### src/rtl/interval_wdt.sv
module interval_wdt #(
  parameter int          CNT_W  = 8,
  parameter int          WD_W   = 3,
  parameter int          DIV_A  = 12,
  parameter int          DIV_B  = 9,
  parameter int          DIV_C  = 7,
  parameter int          DIV_D  = 5,
  parameter logic [7:0]  WD_KEY = 8'h5A
) (
  input  logic             clk,
  input  logic             rst_n,
  input  logic             wr_en,
  input  logic [1:0]       wr_addr,
  input  logic [7:0]       wr_data,
  input  logic             irq_ack,
  input  logic             stop_mode,
  input  logic             wake_req,
  output logic [CNT_W-1:0] bt_cnt,
  output logic             irq,
  output logic             stab_busy,
  output logic             stab_done,
  output logic             wdt_rst
);
  localparam int PRE_W = DIV_A;
  localparam logic [PRE_W-1:0] ONES   = {PRE_W{1'b1}};
  localparam logic [PRE_W-1:0] MASK_A = ONES;
  localparam logic [PRE_W-1:0] MASK_B = ONES >> (PRE_W - DIV_B);
  localparam logic [PRE_W-1:0] MASK_C = ONES >> (PRE_W - DIV_C);
  localparam logic [PRE_W-1:0] MASK_D = ONES >> (PRE_W - DIV_D);
  localparam logic [2:0] SEL_RST = 3'b011;

  logic [PRE_W-1:0] pre;
  logic [PRE_W-1:0] mask;
  logic [2:0]       sel;
  logic [WD_W-1:0]  wd_cnt;
  logic             wd_en;

  wire wr_mode = wr_en && (wr_addr == 2'd0);
  wire wr_wdm  = wr_en && (wr_addr == 2'd1);
  wire wd_clr  = wr_en && (wr_addr == 2'd2) && wr_data[0];
  wire wake_go = wake_req && stop_mode;
  wire zap     = (wr_mode && wr_data[3]) || wake_go;

  always_comb begin
    case (sel)
      3'b011:  mask = MASK_B;
      3'b101:  mask = MASK_C;
      3'b111:  mask = MASK_D;
      default: mask = MASK_A;
    endcase
  end

  wire tick = ((pre & mask) == mask) && !zap;
  wire wrap = tick && (&bt_cnt);

  always_ff @(posedge clk or negedge rst_n) begin
    if (!rst_n) begin
      pre    <= '0;
      bt_cnt <= '0;
      sel    <= SEL_RST;
    end else begin
      pre    <= zap ? '0 : pre + 1'b1;
      if (zap)       bt_cnt <= '0;
      else if (tick) bt_cnt <= bt_cnt + 1'b1;
      if (wr_mode)   sel <= wr_data[2:0];
    end
  end

  always_ff @(posedge clk or negedge rst_n) begin
    if (!rst_n) begin
      irq       <= 1'b0;
      stab_busy <= 1'b1;
      stab_done <= 1'b0;
    end else begin
      if (wrap)         irq <= 1'b1;
      else if (irq_ack) irq <= 1'b0;
      if (wake_go)      stab_busy <= 1'b1;
      else if (wrap)    stab_busy <= 1'b0;
      stab_done <= wrap && stab_busy;
    end
  end

  always_ff @(posedge clk or negedge rst_n) begin
    if (!rst_n) begin
      wd_en   <= 1'b1;
      wd_cnt  <= '0;
      wdt_rst <= 1'b0;
    end else begin
      if (wr_wdm)              wd_en  <= (wr_data != WD_KEY);
      if (wd_clr)              wd_cnt <= '0;
      else if (wrap && wd_en)  wd_cnt <= wd_cnt + 1'b1;
      wdt_rst <= wrap && wd_en && !wd_clr && (&wd_cnt);
    end
  end
endmodule

### config.mk
export PLATFORM = sky130hd
export DESIGN_NAME = interval_wdt
export DESIGN_NICKNAME = d
export VERILOG_FILES = /design/src/rtl/interval_wdt.sv
export SDC_FILE = /design/constraint.sdc
export NUM_CORES = 1
export LEC_CHECK = 0
export BUFFER_PORTS_ARGS = -buffer_cell sky130_fd_sc_hd__buf_2
export CORE_AREA = 4 4 55 81
export DETAILED_ROUTE_END_ITERATION = 8
export DIE_AREA = 0 0 59 85
export GPL_ROUTABILITY_DRIVEN = 0
export SETUP_SLACK_MARGIN = 0.3
export SYNTH_ARGS = -nofsm -noshare
export SYNTH_HDL_FRONTEND = slang
export SYNTH_SLANG_ARGS = --single-unit
### constraint.sdc
create_clock -name clk -period 4.44 [get_ports clk]
set_input_delay 0.666 -clock clk [delete_from_list [all_inputs] [get_ports clk]]
set_output_delay 0.666 -clock clk [all_outputs]
set_load 0.05 [all_outputs]
Word-level counts from Yosys, hierarchy flattened

Index checks and enable logic that the tools add are counted.
Widths: inputs -> output; s select.

Add/subtract/negate cells: 3
Reductions and logical operators: 22
Bitwise operators: 1
Mux-type cells: 10
Equality and inequality tests: 7

Operator list:

| cell                  | number |
|---|---|
| $pmux 12 s3           | 1 |
| $mux 8                | 2 |
| $add 12x1->12 const B | 1 |
| $and 12x12->12        | 1 |
| $eq 12x12->1          | 1 |
| $logic_and 1x1->1     | 12 |
| $mux 12               | 1 |
| $add 8x1->8 const B   | 1 |
| $ne 8x7->1 const B    | 1 |
| $reduce_and 8->1      | 1 |
| $reduce_bool 2->1     | 4 |
| $eq 3x3->1 const B    | 2 |
| $mux 3                | 2 |
| $mux 1                | 4 |
| $add 3x1->3 const B   | 1 |
| $eq 3x2->1 const B    | 1 |
| $reduce_and 3->1      | 1 |
| $eq 2x1->1 const B    | 1 |
| $eq 2x2->1 const B    | 1 |
| $logic_not 1->1       | 2 |
| $logic_not 2->1       | 1 |
| $logic_or 1x1->1      | 1 |

Register bits after elaboration: 31
Word-level logic and storage cells: 52
Bits of input ports: 16
Output and inout bits: 12

Logic depth before layout (Yosys ltp)

Gate-level depths: netlist of the first run.

Depth after elaboration: 10
Mapped depth: 5
Depth with buffers taken out: 5

Worst setup path after synthesis of the first run

OpenSTA, ideal clock, no wires.

Kind: flip-flop to flip-flop
From: register bt_cnt[0]
To: register stab_busy
Clock period less this slack: 2186 ps
Required time: 4363 ps
Slack: 2254 ps
Setup time: 77 ps
Data arrival time: 2109 ps
Stages on the path, launching flop included: 6
Path through: dfrtp_1 ha_1 nand4_1 or3_4 or4_4 a21o_1

Word-level cells in the longest chain between the ends: 3

RTL lines:

| item                               | line | RTL |
|---|---|---|
| start: declaration                 | 18   | `output logic [CNT_W-1:0] bt_cnt,` |
| start signal: assignment           | 64   | `else if (tick) bt_cnt <= bt_cnt + 1'b1;` |
| $reduce_and 8->1                   | 54   | `wire wrap = tick && (&bt_cnt);` |
| $logic_and 1x1->1                  | 54   |  |
| $reduce_bool 2->1 (no source line) | n/a  |  |
| end signal: assignment             | 72   | `stab_busy <= 1'b1;` |
| end signal: assignment             | 77   | `if (wake_go) stab_busy <= 1'b1;` |
| end signal: assignment             | 78   | `else if (wrap) stab_busy <= 1'b0;` |
| end: declaration                   | 20   | `output logic stab_busy,` |

No other way between the ends.
A chain may end at the register's enable or synchronous reset.

Final worst setup path of the first run

From: register pre[0]
To: register stab_busy

Word-level cells in the longest chain between the ends: 5

RTL lines:

| item                               | line | RTL |
|---|---|---|
| start: declaration                 | 32   | `logic [PRE_W-1:0] pre;` |
| start signal: assignment           | 62   | `pre <= zap ? '0 : pre + 1'b1;` |
| $and 12x12->12                     | 53   | `wire tick = ((pre & mask) == mask) && !zap;` |
| $eq 12x12->1                       | 53   |  |
| $logic_and 1x1->1                  | 53   |  |
| $logic_and 1x1->1                  | 54   |  |
| $reduce_bool 2->1 (no source line) | n/a  |  |

No other way between the ends.

==> results.ini, run 1 <==
[outcome]
status=complete, no violations

[setup_path]
worst-path-buf-inv=0
cp_cell_sequence=ha_1 -> nand4_1 -> or3_4 -> or4_4 -> a21o_1
worstPathMaxFanout=6
path_class=register to register
crit_path_top_delay_cell=or4_4
crit_arrival_ps=2330
cpLargestDelayFamily=simple AND/OR/NAND/NOR gates
r2r_start=pre[0]
cp.required_ps=4650
cpPeakStageDelay_ps=520
critPathLaunch=pre[0]
critPathCaptureType=register
worstSetupStartpointType=register

[global_routing]
grt_pass1_vias=1314
grt_usage=0.149
grt_max_degree=32
grt.overflow.total=0
grt_pass1_wl_um=5840
antenna_found_initial=0

[sta]
fin_crit_sh=0.479
fin_setup_tns_ps=0
finalCriticalPeriod_ps=2130
relSlewSlack=0.544
finalHoldViolations=0
setup_viol=0
fin_skew_ps=4.66
fmax_mhz=470
tightest_slew_ps=685
drv_slew=0
rsz0062_at_grt=false

[clock_network]
post_cts_resize_count=0
post_cts_buffers=0
cts_root_buffer=clkbuf_8
cts_buffer_depth=2
htree_num_levels=2
clk_latency_ps=280
cts.sinks=31
cts_tree=yes
clk_pin_slew_ps=70
numCtsBuffers=5
cts_hold_buf=0

[synth]
syn_nets=175
synth_edf_count=0
synthFlopType=dfrtp_1
ys_ff_latch=31
synth_top_area_share=0.423
syn-cell-area_mm2=0.00160
ys_warn_count=0
yosys.area.top_type=dfrtp_1
post_synth_inst_count=155
ys_top_cells_by_count=27 x dfrtp_1, 13 x nor2_1, 12 x a21oi_1
synth.area.top_cells=dfrtp_1 42%, dfstp_2 6.6%, a21oi_1 3.8%
yosysMostFrequentCell=dfrtp_1
synth_cell_type_count=41
syn_area_per_cell_um2=10.3
async_flop_share=1.00
ys_seq_area_frac=0.489

[cells_and_area]
seqCellArea_um2=781
nets=205
area_delta_synth_final_pct=16.7
nFillCells=372
antenna_cells=0
multi_input_area_um2=776
drive_gt1_frac=0.274

[placement]
portBuffers=27
dp_hpwl_um=2550

[route]
viasPerCell=5.57
dr.pass1.iters=4
top_layer=met4
drtIter0Drc=18
drc=0
wire_per_inst_um=14.6
dr_total_vias=1275
dr_wl_met2_um=1770
routed_wl_um=3330
wl_met3_um=198
ant_nets=0
drt-met1-wl_um=1330

[die]
io_pins=28
rows=27
initial_core_util=0.430
die_h_um=85
die_x_um=59
dieArea_mm2=0.00502
core_area_mm2=0.00372

[hold_path]
hp-class=input port to async pin

[job]
maxCapViolations=0

[pwr]
leakage_nw=0.825
power.total_w=0.000618
ir_drop_uv=255
powerDensity_mw_per_mm2=331

stage by stage:
step | utilization | area [um2] | cells | hold slack [ps] | setup WS (ps)
global placement | 0.475 | 1760 | 221 | 474 | 2130
finish | 0.502 | 1860 | 229 | 425 | 2310
floorplan | - | 1600 | 155 | 370 | 2250
global route | 0.502 | 1860 | 229 | 484 | 2220
detailed placement | 0.475 | 1760 | 221 | 476 | 2090
CTS | 0.502 | 1860 | 229 | 448 | 2310
state kept, by name (all words and copies together) (netlist names):
| signal | count |
|---|---|
| stab_done | 1 |
| pre | 12 |
| bt_cnt | 8 |
| stab_busy | 1 |
| wd_cnt | 3 |
| wd_en | 1 |
| sel | 3 |
| irq | 1 |
| wdt_rst | 1 |
worst paths after layout:
kind | end | slack [ps] | cells past startpoint
setup / recovery | stab_busy | 2310 | 5
hold reg to reg | stab_done | 480 | 2
max in group asynchronous | wd_cnt[1] | 3570 | 1
min in group clk | stab_done | 480 | 2
setup reg to reg | stab_busy | 2310 | 5
hold / removal | pre[8] | 420 | 1
cell usage in the layout (no fill, tap or decap), drive strengths merged, types with 3 or more instances in the layout:
cell type,n
or4,4
a21oi,12
buf,27
nand4,7
xor2,4
nor3,7
dfstp,4
and2,3
clkbuf,8
o31ai,3
nand2,9
xnor2,5
nor2,13
mux2,3
o21ai,7
ha,4
o41ai,3
or3,7
nand3,7
nor4bb,3
dfrtp,27
inv,5
layout make-up:
class                   instances  share of cell area
flip-flops and latches         31               0.419
well taps                      43              0.0289
clock buffers                   8              0.0537
multi-input cells             115               0.416
repair buffers                 27              0.0725
inverters                       5              0.0101
metal layers:
metal | global-route usage | vias up
li1 | - | 636
met1 | 0.168 | 601
met2 | 0.251 | 34
met3 | 0.0502 | 4
met4 | 0.0598 | 0
met5 | 0 | -
report_power, final:
part | internal, W | switching [W] | total [W] | leakage (nW)
logic | 0.0000253 | 0.0000343 | 0.0000595 | 0.360
clock network | 0.000141 | 0.0000982 | 0.000239 | 0.0515
registers | 0.000302 | 0.0000170 | 0.000319 | 0.413
total | 0.000468 | 0.000150 | 0.000618 | 0.825
cells by family (layout without fill, tap and decap cells):
logic type	Yosys count	count (layout)	synth area share
mux	4	4	0.0274
compound gates	30	30	0.117
xor+xnor	9	9	0.0493
buf+inv	9	40	0.0258
simple gates	68	68	0.261
flops	31	31	0.489
fa+ha+maj	4	4	0.0313
(Power assumes the default switching activity.)
==> inputs of run 2 (changes only) <==
==> constraint.sdc (replaced) <==
create_clock -name clk -period 2 [get_ports clk]
set_input_delay 0.3 -clock clk [delete_from_list [all_inputs] [get_ports clk]]
set_output_delay 0.3 -clock clk [all_outputs]
set_load 0.05 [all_outputs]
==> run 2 against run 1 <==
Against the previous run: first-iteration DRC count grew 130%; die area is the same; hold slack lost 370 ps; sequential share of layout area shrank 5.0 points; critical endpoint unchanged; critical path depth is the same; sequential power grew 120%; combinational power grew to 3.1 times the previous value; clock-buffer cell count shrank 3; maximum frequency grew 17%; routed wire length grew 16%; largest cell class is now multi-input gates.
==> results.ini, run 2 (synthesis gave the netlist of run 1 again) <==
[global_routing]
grt_util_met1=0.173
met3_usage=0.0411
grt_pass1_wl_um=6490
grt_max_degree=32
use_met2=0.300
antenna_found_initial=0
grt_usage=0.169
grt.overflow.total=0
grt_pass1_vias=1456
busiest_layer=met2

[setup_path]
r2r_start=bt_cnt[1]
path_class=register to register
cp_cell_sequence=ha_4 -> nand4_1 -> or3_4 -> or4_4 -> a21o_1
crit_path_top_delay_cell=or4_4
worst-r2r-setup-slack_ps=190
cpLargestDelayFamily=simple AND/OR/NAND/NOR gates
cp.required_ps=2220
worst-path-buf-inv=0
worstSetupStartpointType=register
reg2reg_depth=5
critPathCaptureType=register
rr_endpoint=stab_busy
worstPathMaxFanout=4
cpPeakStageDelay_ps=520
crit_arrival_ps=2030

[cells_and_area]
final_common_cell=buf_2
largest_reg_flops=12
nets=224
final_cell_mix=27 x buf_2, 20 x dfrtp_1, 16 x buf_4
largest_registers=pre (12), bt_cnt (8)
antenna_cells=0
drive_gt1_frac=0.473
area_delta_synth_final_pct=33.9
top_register=pre
nFillCells=338

[pwr]
powerDensity_mw_per_mm2=644
ir_drop_uv=592
power.total_w=0.00138
leakage_nw=0.912

[outcome]
status=complete, no violations

[die]
dieArea_mm2=0.00502
die_h_um=85
die_x_um=59
initial_core_util=0.430
io_pins=28
core_area_mm2=0.00372
rows=27

[clock_network]
clk_pin_slew_ps=70
cts_root_buffer=clkbuf_8
cts_tree=yes
cts_buffer_depth=2
clk_latency_ps=290
cts.sinks=31
htree_num_levels=2
cts_hold_buf=0
numCtsBuffers=5

[route]
drtIter0Drc=41
drc=0
dr_total_vias=1381
wire_per_inst_um=15.6
dr.pass1.iters=4
viasPerCell=5.57
routed_wl_um=3880
ant_nets=0

[sta]
tightest_slew_ps=706
finalCriticalPeriod_ps=1810
finalWorstSetupSlack_ps=189
fmax_mhz=552
rsz0062_at_grt=true
holdWs_ps=52.6
drv_slew=0
relSlewSlack=0.523
setup_viol=0
fin_crit_sh=0.906
finalHoldViolations=0
fin_setup_tns_ps=0
fin_skew_ps=5.00

[placement]
dp_hpwl_um=2550
pre_cts_ws_ps=54.0
portBuffers=27

[job]
maxCapViolations=0

[hold_path]
hp-class=input port to async pin

==> run 2: cell types whose count changed in the layout (fill, tap and decap cells not counted), sizes merged <==
cell	previous run	this run
buf	27	46
clkbuf	8	5
clkinv	0	3
==> run 2: metal layers <==
metal / vias up / share of wire
met3: 10 / 0.032
met1: 677 / 0.38
met2: 24 / 0.56
met4: 0 / 0.030
li1: 670 / -
met5: - / 0
==> run 2: metrics by stage <==
step                 util  instance area [um2]  cells
floorplan               -                 1620    155
global placement    0.487                 1810    224
detailed placement  0.487                 1810    224
CTS                 0.566                 2100    247
global route        0.576                 2140    248
finish              0.576                 2140    248
==> run 2: cell type report <==
type / count / area (um2) / share of cell area
timing repair buffer: 46 / 289 / 0.135
clock buffer: 5 / 68.8 / 0.0322
tap: 43 / 53.8 / 0.0251
multi-input combinational: 115 / 905 / 0.423
clock inverter: 3 / 15.0 / 0.00702
inverter: 5 / 18.8 / 0.00877
sequential: 31 / 790 / 0.369
==> run 2: power by group <==
group | switching [W] | internal, W
clock network | 0.000237 | 0.000237
registers | 0.0000466 | 0.000670
logic | 0.000101 | 0.0000862
==> run 2: how the worst max path moves through the flow <==
| stage | from | to | slack, ps | cells past startpoint |
|---|---|---|---|---|
| 3_5_place_dp | pre[0] | stab_busy | 50 | 5 |
| 2_1_floorplan | bt_cnt[1] | stab_busy | 20 | 5 |
| 4_1_cts | bt_cnt[0] | stab_busy | 190 | 5 |
| 6_report | bt_cnt[1] | stab_busy | 190 | 5 |
| 3_3_place_gp | pre[0] | stab_busy | 90 | 5 |
| 5_1_grt | bt_cnt[1] | stab_busy | 120 | 5 |
==> run 2: what timing repair did <==
| action | CTS | global route |
|---|---|---|
| buffers inserted | 15 | 1 |
| hold endpoints to repair | 0 | 0 |
| pin swaps | 15 | 5 |
| gates resized for setup | 23 | 5 |
| endpoints found under the setup margin | 15 | 15 |
==> run 2: worst register-to-register path, delay by kind of cell (launching register included) <==
kind                       cells  cell delay [ps]
AOI/OAI and AO/OA              1              170
adders and majority gates      1              130
DFF                            1              380
and+or+nand+nor                3             1060
==> inputs of run 3 (changes only) <==
--- a/config.mk
+++ b/config.mk
@@ -10,7 +10,8 @@
 export DETAILED_ROUTE_END_ITERATION = 8
 export DIE_AREA = 0 0 59 85
 export GPL_ROUTABILITY_DRIVEN = 0
-export SETUP_SLACK_MARGIN = 0.3
+export SETUP_SLACK_MARGIN = 0.02
+export SKIP_LAST_GASP = 1
 export SYNTH_ARGS = -nofsm -noshare
 export SYNTH_HDL_FRONTEND = slang
 export SYNTH_SLANG_ARGS = --single-unit
==> run 3 against run 2 <==
Against the previous run: clock skew grew 10 ps; critical path depth stayed put; routed wire length is 7.0% lower.
==> results.ini, run 3 (synthesis gave the netlist of run 1 again) <==
[die]
die_x_um=59
io_pins=28
core_area_mm2=0.00372
rows=27
initial_core_util=0.430
dieArea_mm2=0.00502
die_h_um=85

[cells_and_area]
antenna_cells=0
final_cell_mix=27 x buf_2, 23 x dfrtp_1, 13 x nor2_1
area_delta_synth_final_pct=23.4
top_register=pre
final_common_cell=buf_2
largest_registers=pre (12), bt_cnt (8)
largest_reg_flops=12
nets=217
drive_gt1_frac=0.354

[setup_path]
r2r_start=bt_cnt[0]
critPathLaunch=bt_cnt[0]
rr_endpoint=stab_busy
critPathCaptureType=register
path_class=register to register
cp.required_ps=2210
worstPathMaxFanout=6
endpoint=stab_busy
worstSetupStartpointType=register
worst-r2r-setup-slack_ps=60
crit_arrival_ps=2150
reg2reg_depth=5

[sta]
finalHoldViolations=0
finalCriticalPeriod_ps=1940
fin_skew_ps=15.1
rsz0062_at_grt=true
relSlewSlack=0.553
finalWorstSetupSlack_ps=57.1
tightest_slew_ps=670
fin_setup_tns_ps=0
fmax_mhz=515
fin_crit_sh=0.971
drv_slew=0
setup_viol=0

[clock_network]
numCtsBuffers=5
cts_buffer_depth=2
cts_tree=yes
cts.sinks=31
cts_hold_buf=0
htree_num_levels=2
cts_root_buffer=clkbuf_8
clk_latency_ps=290
clk_pin_slew_ps=70

[placement]
dp_hpwl_um=2720
pre_cts_ws_ps=55.5
portBuffers=27

[global_routing]
grt_util_met1=0.175
grt_max_degree=32
grt_pass1_vias=1473
busiest_layer=met2
antenna_found_initial=0
use_met2=0.289
grt_pass1_wl_um=6370
met3_usage=0.0457
grt_usage=0.163
grt.overflow.total=0

[route]
drc=0
dr_total_vias=1347
drtIter0Drc=21
ant_nets=0
viasPerCell=5.59
dr.pass1.iters=4
wire_per_inst_um=15.0
routed_wl_um=3610

[pwr]
p_comb_frac=0.112
powerDensity_mw_per_mm2=695
clkPwrFrac=0.367
leakage_nw=0.871
ir_drop_uv=396
p_seq_frac=0.521
switchingPower_w=0.000357
sw_frac_of_total=0.260
internal-power_w=0.00101

[job]
maxCapViolations=0

[outcome]
status=complete, no violations

[hold_path]
hp-class=input port to async pin

-- run 3: cell count changes in the layout (fill, tap and decap cells not counted), moves of 3 or more --
cell     delta
a21oi_2     -5
dfrtp_1     +3
o41ai_1     +3
buf_6       -3
buf_4       -4
dfrtp_2     -3
a21oi_1     +5
-- run 3: power by group through the flow --
| stage | clock network (W) | registers [W] | logic [W] |
|---|---|---|---|
| final | 0.000503 | 0.000714 | 0.000154 |
| after global routing | 0.000549 | 0.000717 | 0.000173 |
| after CTS | 0.000518 | 0.000712 | 0.000149 |
| after detailed placement | 0 | 0.000724 | 0.000148 |
| after global placement | 0 | 0.000720 | 0.000140 |
| after floorplan | 0 | 0.000710 | 0.0000914 |
-- run 3: worst min-delay path by stage --
stage          slack, ps  start  cells after the start   endpoint
4_1_cts               70  rst_n                      1     pre[2]
3_3_place_gp         370  rst_n                      1     pre[4]
6_report              40  rst_n                      1     pre[2]
2_1_floorplan          4  rst_n                      0  bt_cnt[0]
3_5_place_dp         380  rst_n                      1     pre[2]
5_1_grt              110  rst_n                      1     pre[2]
-- run 3: cell type report --
| cell class | instances | area, um2 |
|---|---|---|
| Multi-Input combinational cell | 115 | 797 |
| Sequential cell | 31 | 786 |
| Timing Repair Buffer | 39 | 225 |
| Clock buffer | 7 | 86.3 |
| Clock inverter | 1 | 5.00 |
| Fill cell | 363 | 1740 |
| Inverter | 5 | 18.8 |
| Tap cell | 43 | 53.8 |
-- run 3: critical path, cell delays in order, from the launching register on --
cell,delay (ps)
dfrtp_2,400
ha_4,150
nand4_1,150
or3_4,460
or4_4,520
a21o_1,200
-- run 3: metal layers --
metal	up-vias	part of all wire
li1	660	-
met1	654	0.40
met2	27	0.54
met3	6	0.047
met4	0	0.017
met5	-	0
-- run 3: what timing repair did --
item | in CTS | in global routing
gates resized for setup | 0 | 4
endpoints found under the setup margin | 0 | 10
buffers inserted | 0 | 6
-- run 3: through the flow --
step                      hold WS (ps)  power, W  utilization  cells  instance area (um2)
after global placement             367  0.000860        0.491    227                 1830
after global routing               109   0.00144        0.531    241                 1970
after CTS                         68.9   0.00138        0.516    235                 1920
after floorplan                   4.41  0.000801            -    155                 1610
final                             37.2   0.00137        0.531    241                 1970
after detailed placement           383  0.000872        0.491    227                 1830
